<file path="config.mk">
export PLATFORM = sky130hd
export DESIGN_NAME = sgl_autoneg
export DESIGN_NICKNAME = d
export VERILOG_FILES = /design/src/rtl/sgl_autoneg_pkg.sv /design/src/rtl/sgl_rx_decode.sv /design/src/rtl/sgl_partner_regs.sv /design/src/rtl/sgl_neg_seq.sv /design/src/rtl/sgl_autoneg.sv
export SDC_FILE = /design/constraint.sdc
export NUM_CORES = 1
export LEC_CHECK = 0
export BUFFER_PORTS_ARGS = -buffer_cell sky130_fd_sc_hd__buf_2
export CAP_MARGIN = 15
export CELL_PAD_IN_SITES_DETAIL_PLACEMENT = 1
export CELL_PAD_IN_SITES_GLOBAL_PLACEMENT = 2
export CORE_ASPECT_RATIO = 1.5
export CORE_UTILIZATION = 30
export DETAILED_ROUTE_END_ITERATION = 16
export PLACE_DENSITY = 0.67
export SETUP_SLACK_MARGIN = 0.3
export SLEW_MARGIN = 5
export SYNTH_ARGS = -nofsm -noshare
export SYNTH_HDL_FRONTEND = slang
export SYNTH_HIERARCHICAL = 1
export SYNTH_SLANG_ARGS = --single-unit
</file>
<file path="constraint.sdc">
create_clock -name clk -period 3.08 [get_ports clk]
set_input_delay 0.462 -clock clk [delete_from_list [all_inputs] [get_ports clk]]
set_output_delay 0.462 -clock clk [all_outputs]
set_load 0.01 [all_outputs]
</file>
<file path="src/rtl/sgl_autoneg_pkg.sv">
// Shared codes and types for the link auto-negotiation controller.
// Assumes 8-bit PCS symbols with a separate control flag.
package sgl_autoneg_pkg;
    localparam int SYM_W     = 8;
    localparam int HIST_LEN  = 4;
    localparam int WORD_W    = 2 * SYM_W;

    localparam logic [SYM_W-1:0] SYM_COMMA  = 8'hBC;
    localparam logic [SYM_W-1:0] SYM_CFG_A  = 8'hB5;
    localparam logic [SYM_W-1:0] SYM_CFG_B  = 8'h42;
    localparam logic [SYM_W-1:0] SYM_IDLE2  = 8'h50;
    localparam logic [SYM_W-1:0] TXW_LO     = 8'h21;
    localparam logic [SYM_W-1:0] TXW_HI_ACK = 8'h40;
    localparam logic [SYM_W-1:0] TXW_HI_NAK = 8'h00;
    localparam int               ACK_BIT    = 14;

    localparam logic [1:0] SPD_RSVD  = 2'b11;
    localparam logic [1:0] KIND_FIBRE = 2'd1;

    typedef struct packed {
        logic             k;
        logic [SYM_W-1:0] d;
    } sym_t;

    typedef enum logic [2:0] {
        PH_OFF      = 3'd0,
        PH_ENABLE   = 3'd1,
        PH_RESTART  = 3'd2,
        PH_ABILITY  = 3'd3,
        PH_ACKWAIT  = 3'd4,
        PH_ACKDONE  = 3'd5,
        PH_IDLEWAIT = 3'd6,
        PH_LINKOK   = 3'd7
    } an_phase_t;
endpackage

</file>
<file path="src/rtl/sgl_rx_decode.sv">
// Keeps the last HIST_LEN received symbols and flags complete ordered
// sets: primary/secondary configuration sets and IDLE2 pairs.
// Assumes one symbol per clock; index 0 is the newest symbol.
module sgl_rx_decode
    import sgl_autoneg_pkg::*;
(
    input  logic              clk,
    input  logic              rst_n,
    input  logic              rx_is_k,
    input  logic [SYM_W-1:0]  rx_byte,
    output logic              cfg_any,
    output logic              cfg_main,
    output logic              idle2_seen,
    output logic [WORD_W-1:0] cfg_word
);
    localparam int OLD = HIST_LEN - 1;

    sym_t hist [HIST_LEN];

    // newest stage captures the incoming symbol
    always_ff @(posedge clk) begin
        if (!rst_n) hist[0] <= '0;
        else        hist[0] <= sym_t'{k: rx_is_k, d: rx_byte};
    end

    // older stages shift down the history
    for (genvar s = 1; s < HIST_LEN; s++) begin : g_stage
        always_ff @(posedge clk) begin
            if (!rst_n) hist[s] <= '0;
            else        hist[s] <= hist[s-1];
        end
    end

    logic comma_old, marker_a, marker_b, payload_ok;

    // classify the history window
    always_comb begin
        comma_old  = hist[OLD].k && (hist[OLD].d == SYM_COMMA);
        marker_a   = !hist[OLD-1].k && (hist[OLD-1].d == SYM_CFG_A);
        marker_b   = !hist[OLD-1].k && (hist[OLD-1].d == SYM_CFG_B);
        payload_ok = !hist[1].k && !hist[0].k;
        cfg_main   = comma_old && marker_a && payload_ok;
        cfg_any    = comma_old && (marker_a || marker_b) && payload_ok;
        idle2_seen = hist[1].k && (hist[1].d == SYM_COMMA) &&
                     !hist[0].k && (hist[0].d == SYM_IDLE2);
        cfg_word   = {hist[0].d, hist[1].d};
    end
endmodule

</file>
<file path="src/rtl/sgl_partner_regs.sv">
// Holds the partner's advertised link, duplex and speed, and the
// phy_up flag. Priority: PHY reset, negotiation off, config, IDLE2.
module sgl_partner_regs
    import sgl_autoneg_pkg::*;
(
    input  logic       clk,
    input  logic       rst_n,
    input  logic       phy_rst_n,
    input  logic       neg_off,
    input  logic       cfg_main,
    input  logic       idle2_seen,
    input  logic       ad_link,
    input  logic       ad_fdx,
    input  logic [1:0] ad_spd,
    output logic       partner_link,
    output logic       partner_fdx,
    output logic [1:0] partner_spd,
    output logic       phy_up
);
    // update partner fields and PHY state
    always_ff @(posedge clk) begin
        if (!rst_n || !phy_rst_n) begin
            partner_link <= 1'b0;
            partner_fdx  <= 1'b0;
            partner_spd  <= SPD_RSVD;
            phy_up       <= 1'b0;
        end else if (neg_off) begin
            phy_up <= 1'b1;
        end else if (cfg_main) begin
            partner_link <= ad_link;
            partner_fdx  <= ad_fdx;
            partner_spd  <= ad_spd;
            phy_up       <= 1'b0;
        end else if (idle2_seen) begin
            phy_up <= 1'b1;
        end
    end

    a_r5_off_forces_up: assert property (@(posedge clk) disable iff (!rst_n)
        (phy_rst_n && neg_off) |=> phy_up);
    a_r6_phy_reset_clears: assert property (@(posedge clk) disable iff (!rst_n)
        !phy_rst_n |=> (!partner_link && !partner_fdx && partner_spd == SPD_RSVD && !phy_up));
    a_r4_cfg_drops_up: assert property (@(posedge clk) disable iff (!rst_n)
        (phy_rst_n && !neg_off && cfg_main) |=> !phy_up);
    a_r3_fields_hold: assert property (@(posedge clk) disable iff (!rst_n)
        (phy_rst_n && !cfg_main) |=> ($stable(partner_link) && $stable(partner_fdx) && $stable(partner_spd)));
endmodule

</file>
<file path="src/rtl/sgl_neg_seq.sv">
// Negotiation sequencer: matches consecutive configuration words,
// waits on link-timer pulses and produces the transmit config word.
// Assumes tick is a one-clock pulse and cfg_any lasts one clock.
module sgl_neg_seq
    import sgl_autoneg_pkg::*;
#(
    parameter int MATCH_N = 3
) (
    input  logic              clk,
    input  logic              rst_n,
    input  logic              phy_rst_n,
    input  logic              neg_off,
    input  logic              tick,
    input  logic              cfg_any,
    input  logic [WORD_W-1:0] cfg_word,
    output an_phase_t         phase,
    output logic [WORD_W-1:0] tx_cfg_word
);
    localparam int              CNT_W    = $clog2(MATCH_N + 1);
    localparam logic [CNT_W-1:0] CNT_LAST = CNT_W'(MATCH_N - 1);
    localparam logic [CNT_W-1:0] CNT_ONE  = CNT_W'(1);

    logic [CNT_W-1:0]  cnt;
    logic [WORD_W-1:0] last_word;
    logic              armed;
    logic              hold_off;

    // any of the three conditions parks the sequencer
    always_comb hold_off = !rst_n || !phy_rst_n || neg_off;

    // phase transitions, match counting and timer arming
    always_ff @(posedge clk) begin
        if (hold_off) begin
            phase     <= PH_OFF;
            cnt       <= '0;
            last_word <= '0;
            armed     <= 1'b0;
        end else begin
            case (phase)
                PH_OFF:     phase <= PH_ENABLE;
                PH_ENABLE:  phase <= PH_RESTART;
                PH_RESTART: if (tick) begin
                    phase <= PH_ABILITY;
                    cnt   <= '0;
                end
                PH_ABILITY: if (cfg_any) begin
                    last_word <= cfg_word;
                    if (cnt != '0 && cfg_word == last_word) begin
                        if (cnt == CNT_LAST) begin
                            phase <= PH_ACKWAIT;
                            cnt   <= '0;
                        end else begin
                            cnt <= cnt + CNT_ONE;
                        end
                    end else begin
                        cnt <= CNT_ONE;
                    end
                end
                PH_ACKWAIT: if (cfg_any) begin
                    if (cfg_word[ACK_BIT]) begin
                        if (cnt == CNT_LAST) begin
                            phase <= PH_ACKDONE;
                            cnt   <= '0;
                            armed <= 1'b0;
                        end else begin
                            cnt <= cnt + CNT_ONE;
                        end
                    end else begin
                        cnt <= '0;
                    end
                end
                PH_ACKDONE, PH_IDLEWAIT: if (tick) begin
                    if (armed) begin
                        phase <= (phase == PH_ACKDONE) ? PH_IDLEWAIT : PH_LINKOK;
                        armed <= 1'b0;
                    end else begin
                        armed <= 1'b1;
                    end
                end
                PH_LINKOK: if (cfg_any) begin
                    phase     <= PH_ABILITY;
                    cnt       <= CNT_ONE;
                    last_word <= cfg_word;
                end
                default: phase <= PH_OFF;
            endcase
        end
    end

    // transmit word: acknowledge bit once past ability matching
    always_comb tx_cfg_word = {(phase >= PH_ACKWAIT) ? TXW_HI_ACK : TXW_HI_NAK, TXW_LO};

    a_r9_restart_waits: assert property (@(posedge clk) disable iff (!rst_n)
        (phase == PH_RESTART && !tick && phy_rst_n && !neg_off) |=> phase == PH_RESTART);
    a_r10_ability_needs_cfg: assert property (@(posedge clk) disable iff (!rst_n)
        (phase == PH_ABILITY && !cfg_any && phy_rst_n && !neg_off) |=> phase == PH_ABILITY);
    a_r12_timed_hold: assert property (@(posedge clk) disable iff (!rst_n)
        ((phase == PH_ACKDONE || phase == PH_IDLEWAIT) && !tick && phy_rst_n && !neg_off) |=> $stable(phase));
    a_r13_linkok_reopen: assert property (@(posedge clk) disable iff (!rst_n)
        (phase == PH_LINKOK && cfg_any && phy_rst_n && !neg_off) |=> phase == PH_ABILITY);
endmodule

</file>
<file path="src/rtl/sgl_autoneg.sv">
// Top of the link auto-negotiation controller: symbol history decode,
// partner field capture, sequencer, timer selection and speed override.
// Assumes one PCS symbol per clock and one-clock-wide timer pulses.
module sgl_autoneg
    import sgl_autoneg_pkg::*;
#(
    parameter int MATCH_N = 3
) (
    input  logic        clk,
    input  logic        rst_n,
    input  logic        phy_rst_n,
    input  logic [1:0]  phy_kind,
    input  logic        tick_short,
    input  logic        tick_long,
    input  logic [1:0]  speed_force,
    input  logic        neg_off,
    input  logic        rx_is_k,
    input  logic [7:0]  rx_byte,
    output logic        partner_link,
    output logic        partner_fdx,
    output logic [1:0]  speed_out,
    output logic        phy_up,
    output logic [15:0] tx_cfg_word,
    output logic [2:0]  an_phase
);
    logic              cfg_any, cfg_main, idle2_seen, tick;
    logic [WORD_W-1:0] cfg_word;
    logic [1:0]        partner_spd;
    an_phase_t         phase;

    sgl_rx_decode u_decode (
        .clk        (clk),
        .rst_n      (rst_n),
        .rx_is_k    (rx_is_k),
        .rx_byte    (rx_byte),
        .cfg_any    (cfg_any),
        .cfg_main   (cfg_main),
        .idle2_seen (idle2_seen),
        .cfg_word   (cfg_word)
    );

    sgl_partner_regs u_partner (
        .clk          (clk),
        .rst_n        (rst_n),
        .phy_rst_n    (phy_rst_n),
        .neg_off      (neg_off),
        .cfg_main     (cfg_main),
        .idle2_seen   (idle2_seen),
        .ad_link      (cfg_word[15]),
        .ad_fdx       (cfg_word[12]),
        .ad_spd       (cfg_word[11:10]),
        .partner_link (partner_link),
        .partner_fdx  (partner_fdx),
        .partner_spd  (partner_spd),
        .phy_up       (phy_up)
    );

    // link timer source follows the PHY kind
    always_comb tick = (phy_kind == KIND_FIBRE) ? tick_long : tick_short;

    sgl_neg_seq #(.MATCH_N(MATCH_N)) u_seq (
        .clk         (clk),
        .rst_n       (rst_n),
        .phy_rst_n   (phy_rst_n),
        .neg_off     (neg_off),
        .tick        (tick),
        .cfg_any     (cfg_any),
        .cfg_word    (cfg_word),
        .phase       (phase),
        .tx_cfg_word (tx_cfg_word)
    );

    // speed override and phase export
    always_comb begin
        speed_out = (speed_force != 2'b00) ? speed_force : partner_spd;
        an_phase  = phase;
    end
endmodule

</file>
-- Word level (Yosys, flattened, before mapping)
Memories as Yosys holds them, arrays and structs flattened.
Cells that the tools add are included.
- add/sub/neg operators: 1
- order comparisons: 1
- equality and inequality tests: 25
- multiplexer cells: 38
- bitwise logic cells: 5
- reduce and logical (&&, ||, !) cells: 33
- operators by type and width (kind ; count):
    $mux 9 ; 4
    $mux 3 ; 10
    $eq 8x8->1 const B ; 3
    $pmux 3 s7 ; 1
    $eq 16x16->1 ; 1
    $eq 8x7->1 const B ; 2
    $mux 2 ; 8
    $eq 3x3->1 const B ; 4
    $logic_and 1x1->1 ; 12
    $mux 1 ; 12
    $ne 2x1->1 const B ; 5
    $ne 2x2->1 const B ; 5
    $reduce_and 10->1 ; 1
    $reduce_and 5->1 ; 2
    $pmux 2 s4 ; 1
    $mux 7 ; 1
    $eq 3x2->1 const B ; 2
    $reduce_bool 2->1 ; 3
    $logic_not 1->1 ; 5
    $or 1x1->1 ; 4
    $reduce_and 2->1 ; 2
    $reduce_bool 4->1 ; 1
    $reduce_or 2->1 ; 2
    $eq 3x1->1 const B ; 1
    9 further kinds ; 11
- bits in registers: 27
- memory bits (writable): 36
- input port bits: 19
- output and inout bits: 24
- word-level logic and storage cells: 112
- memories: 1
- memory list (memory ; depth ; bits a word ; rd ports ; clocked after Yosys merged registers in ; wr ports ; line ; source):
    u_decode.hist ; 4 ; 9 ; 4 ; 0 ; 4 ; sgl_rx_decode.sv:18 ; sym_t hist [HIST_LEN];

-- Depth between registers and ports, before layout
An unclocked memory read counts as a cell.
- depth in word-level cells: 8
- mapped depth: 9
- depth with buffers taken out: 8

-- Hierarchy
Netlist, hierarchy kept.
- modules (own cells, without submodules) (module ; instances ; cells an instance ; area each (µm²) ; seq. area each (µm²)):
    sgl_neg_seq ; 1 ; 191 ; 1420.1 ; 440.4
    sgl_rx_decode ; 1 ; 110 ; 1219.9 ; 720.7
    sgl_partner_regs ; 1 ; 19 ; 188.9 ; 100.1
    sgl_autoneg ; 1 ; 6 ; 48.8 ; 0.0

-- Worst setup path before layout
Ideal clock, no wire load.
- path type: flip-flop to flip-flop
- from: memory u_decode/hist[2][6] in the netlist's numbering
- to: register u_seq.last_word[10]
- setup time: 0.070 ns
- arrival: 1.980 ns
- required time: 3.010 ns
- setup slack: 1.030 ns
- cell stages (with the launch flop): 10
- path buffers: 3
- path through: dfxtp_1 -> nand4b_1 -> or3_1 -> a21oi_1 -> clkbuf_1 -> and3_1 -> clkbuf_1 -> clkbuf_1 -> nand2_1 -> a21oi_1
- RTL lines (element ; line ; source):
    start: declaration ; sgl_rx_decode.sv:18 ;
    end signal: assignment ; sgl_neg_seq.sv:47 ; last_word <= cfg_word;
    end signal: assignment ; sgl_neg_seq.sv:83 ; last_word <= cfg_word;
    end: declaration ; sgl_neg_seq.sv:24 ; logic [WORD_W-1:0] last_word;

==> load_flow_metrics.sql <==
INSERT INTO impl_metrics (metric_group, metric, value, unit) VALUES
('yosys', 'synth-edff-count', '0', ''),
('route', 'routed-via-count', '2141', ''),
('sta', 'final_critical_path_setup_slack', '0.7520', 'ns'),
('worst_hold_path', 'worst_hold_path_type', 'primary input to flip-flop', ''),
('sta', 'setup_repair_after_global_routing_missed_its_margin', 'no', ''),
('place', 'placer_s_final_routability_congestion_estimate', '0.7505', ''),
('route', 'dr.pass1.iters', '4', ''),
('power', 'power.ir.vdd_worst', '0.2893', 'mV'),
('power', 'p_sw_frac', '0.1992', ''),
('cts', 'post_cts_resized', '0', ''),
('route', 'routed_wire_length_per_instance', '14.97', 'µm'),
('worst_setup_path', 'critical_path_peak_fanout', '16', ''),
('route', 'route.antenna.remaining_nets', '0', ''),
('cts', 'clock_path_buffers', '2', ''),
('yosys', 'mappedNetlistArea', '2878', 'µm²'),
('global_routing', 'grt_max_degree', '40', ''),
('power', 'power_report.internal_total', '1.706', 'mW'),
('place', 'place_hpwl', '4.858', 'mm'),
('yosys', 'fraction_of_registers_with_async_set_reset', '0', ''),
('worst_setup_path', 'cp-end-kind', 'flip-flop', ''),
('worst_setup_path', 'cp.arrival', '2.59', 'ns'),
('yosys', 'synthDistinctLibCells', '52', ''),
('worst_setup_path', 'cp.buffers_inverters', '0', ''),
('floorplan', 'chipWidth', '81.97', 'µm'),
('yosys', 'synth_sequential_area_ratio', '0.4383', ''),
('final_layout', 'fin_nets', '352', ''),
('power', 'p_switching', '424.5', 'µW'),
('final_layout', 'finish.instance_area', '3281', 'µm²'),
('sta', 'post-route-min-period', '2.328', 'ns'),
('run_status', 'run_status', 'finished, final reports clean', ''),
('worst_setup_path', 'worstSetupStartpointType', 'flip-flop', ''),
('yosys', 'netlist_instances', '326', ''),
('sta', 'timing.slew.headroom', '0.5649', ''),
('final_layout', 'drive_above_1_share', '0.1686', ''),
('floorplan', 'rows', '43', ''),
('global_routing', 'grt_antenna_before_repair', '0', ''),
('global_routing', 'global_route.overflow_total', '0', ''),
('power', 'total_leakage_power', '1.211', 'nW'),
('cts', 'cts_root_buf', 'sky130_fd_sc_hd__clkbuf_16', ''),
('sta', 'transition_time_at_the_pin_with_the_least_slew_margin', '0.6526', 'ns'),
('sta', 'max_clock_freq', '429.5', 'MHz'),
('power', 'cellPowerDensity', '649.5', 'nW/µm²'),
('final_layout', 'combined_flip_flop_and_latch_cell_area', '1261', 'µm²'),
('global_routing', 'grt_pass1_wl', '10.63', 'mm'),
('floorplan', 'coreArea', '9308', 'µm²'),
('yosys', 'synthesis.area_per_instance', '8.827', 'µm²'),
('floorplan', 'die_h', '122.0', 'µm'),
('worst_setup_path', 'timing.critical_path.cells', 'nand4b_1 > or3_1 > a21oi_1 > and3_1 > nand2_1 > a21oi_1', ''),
('route', 'drcViolationCount', '0', ''),
('power', 'combinationalPowerShare', '0.042', ''),
('job', 'drv.max_cap_violation_count', '0', ''),
('yosys', 'synth-main-ff-cell', 'sky130_fd_sc_hd__dfxtp_1', ''),
('global_routing', 'first_global_vias', '2103', ''),
('final_layout', 'final_core_util', '0.3525', ''),
('final_layout', 'area_growth', '14.00', '%'),
('final_layout', 'antenna-diode-count', '0', ''),
('global_routing', 'groute.usage.overall', '0.1519', ''),
('place', 'place_ws', '0.7557', 'ns'),
('sta', 'worst_hold_slack', '0.3333', 'ns'),
('sta', 'final-hold-violation-count', '0', ''),
('route', 'final_wl', '6.738', 'mm'),
('worst_setup_path', 'crit_family', 'simple AND/OR/NAND/NOR gates', ''),
('cts', 'clkSinkCount', '63', ''),
('floorplan', 'initial_core_util', '0.3092', ''),
('power', 'share_clk_of_total_power', '0.556', ''),
('cts', 'skew_pair_late_insertion_delay', '0.33', 'ns'),
('cts', 'cts.reportedPaths.clkPinSlew', '0.05', 'ns'),
('cts', 'cts_setup_buffers', '0', ''),
('final_layout', 'stdcell_count', '450', ''),
('power', 'power.sequential.fraction', '0.402', ''),
('place', 'numPortBuffers', '27', '');
==> registers in the layout, indices dropped and copies added (netlist names) <==
signal / cells
u_seq/cnt: 2
u_partner/partner_fdx: 1
u_seq/armed: 1
u_partner/phy_up: 1
u_partner/partner_link: 1
u_seq/last_word: 16
u_seq/phase: 3
u_partner/partner_spd: 2
u_decode/hist: 36
==> cell usage in the layout, fill, tap and decap left out, types with 2 or more instances in the layout <==
cell type,instances
sky130_fd_sc_hd__a21o_1,2
sky130_fd_sc_hd__nor4_2,2
sky130_fd_sc_hd__conb_1,15
sky130_fd_sc_hd__and3_1,2
sky130_fd_sc_hd__inv_1,7
sky130_fd_sc_hd__nand3b_1,2
sky130_fd_sc_hd__o21ai_0,10
sky130_fd_sc_hd__dfxtp_1,63
sky130_fd_sc_hd__xnor2_2,4
sky130_fd_sc_hd__nor4b_1,2
sky130_fd_sc_hd__mux2i_1,4
sky130_fd_sc_hd__nor2b_1,3
sky130_fd_sc_hd__nand3_1,9
sky130_fd_sc_hd__nand4_1,7
sky130_fd_sc_hd__xnor2_1,12
sky130_fd_sc_hd__nor3b_1,2
sky130_fd_sc_hd__a311oi_1,4
sky130_fd_sc_hd__clkbuf_16,9
sky130_fd_sc_hd__o211ai_1,2
sky130_fd_sc_hd__buf_4,2
sky130_fd_sc_hd__and2_1,37
sky130_fd_sc_hd__bufinv_16,3
sky130_fd_sc_hd__buf_2,27
sky130_fd_sc_hd__nand2_1,43
sky130_fd_sc_hd__a21oi_1,24
sky130_fd_sc_hd__clkbuf_8,2
sky130_fd_sc_hd__nor2_1,12
==> cell families after synthesis <==
logic type,after synthesis,synth area share
AOI/OAI and AO/OA,51,0.1057
xor gates and xnor gates,16,0.05913
buffers and inverters,53,0.1109
DFF,63,0.4383
muxes,5,0.01913
other,2,0.002610
and+or+nand+nor,136,0.2643
==> path summary, 6_finish.rpt <==
| path | startpoint | endpoint | slack (ns) | depth (start not counted) |
|---|---|---|---|---|
| worst max register to register | u_decode/hist[2][6] | u_seq/last_word[7] | 0.75 | 6 |
| worst min-delay path | rx_byte[1] | u_decode/hist[0][1] | 0.33 | 2 |
| worst max-delay path | u_decode/hist[2][6] | u_seq/last_word[7] | 0.75 | 6 |
| worst min register to register | u_decode/hist[2][8] | u_decode/hist[3][8] | 0.46 | 1 |
==> Yosys cell counts, types with 3 or more instances <==
| cell type | instances | area share |
|---|---|---|
| sky130_fd_sc_hd__a21oi_1 | 24 | 0.042 |
| sky130_fd_sc_hd__nor2_1 | 12 | 0.016 |
| sky130_fd_sc_hd__mux2i_1 | 4 | 0.014 |
| sky130_fd_sc_hd__xnor2_2 | 4 | 0.023 |
| sky130_fd_sc_hd__xnor2_1 | 12 | 0.037 |
| sky130_fd_sc_hd__nand4_1 | 7 | 0.015 |
| sky130_fd_sc_hd__nand2_1 | 43 | 0.056 |
| sky130_fd_sc_hd__inv_1 | 7 | 0.0091 |
| sky130_fd_sc_hd__dfxtp_1 | 63 | 0.44 |
| sky130_fd_sc_hd__clkbuf_1 | 11 | 0.014 |
| sky130_fd_sc_hd__nor2b_1 | 3 | 0.0065 |
| sky130_fd_sc_hd__a311oi_1 | 4 | 0.012 |
| sky130_fd_sc_hd__nand3_1 | 9 | 0.016 |
| sky130_fd_sc_hd__o21ai_0 | 10 | 0.017 |
| sky130_fd_sc_hd__and2_1 | 37 | 0.080 |
| sky130_fd_sc_hd__buf_4 | 31 | 0.081 |
==> layout make-up <==
type / instances / area share
inverter: 7 / 0.008009
sequential: 63 / 0.3844
timing repair buffer: 29 / 0.04577
multi-input combinational: 223 / 0.4104
clock inverter: 5 / 0.03166
clock buffer: 11 / 0.07704
tap: 112 / 0.04272
==> metal layers <==
layer / GRT usage / up-vias / part of all wire
met5: 0 / - / 0
met4: 0.08004 / 0 / 0.023
met3: 0.04794 / 8 / 0.040
met2: 0.2696 / 45 / 0.54
met1: 0.1537 / 1027 / 0.40
li1: - / 1061 / -
==> worst reg2reg max path, stage by stage, from the launching register on <==
cell and delay [ns]:
sky130_fd_sc_hd__dfxtp_1 0.31, sky130_fd_sc_hd__nand4b_1 0.15, sky130_fd_sc_hd__or3_1 0.37, sky130_fd_sc_hd__a21oi_1 0.48, sky130_fd_sc_hd__and3_1 0.67, sky130_fd_sc_hd__nand2_1 0.13, sky130_fd_sc_hd__a21oi_1 0.15
==> power by group through the flow <==
stage / registers [mW] / clock network [mW] / logic, mW
after floorplan: 0.859 / 0 / 0.0935
final: 0.857 / 1.18 / 0.0889
after global routing: 0.860 / 1.25 / 0.0999
after CTS: 0.858 / 1.23 / 0.0900
after global placement: 0.875 / 0 / 0.0890
after detailed placement: 0.876 / 0 / 0.0897
(Power assumes the default switching activity.)
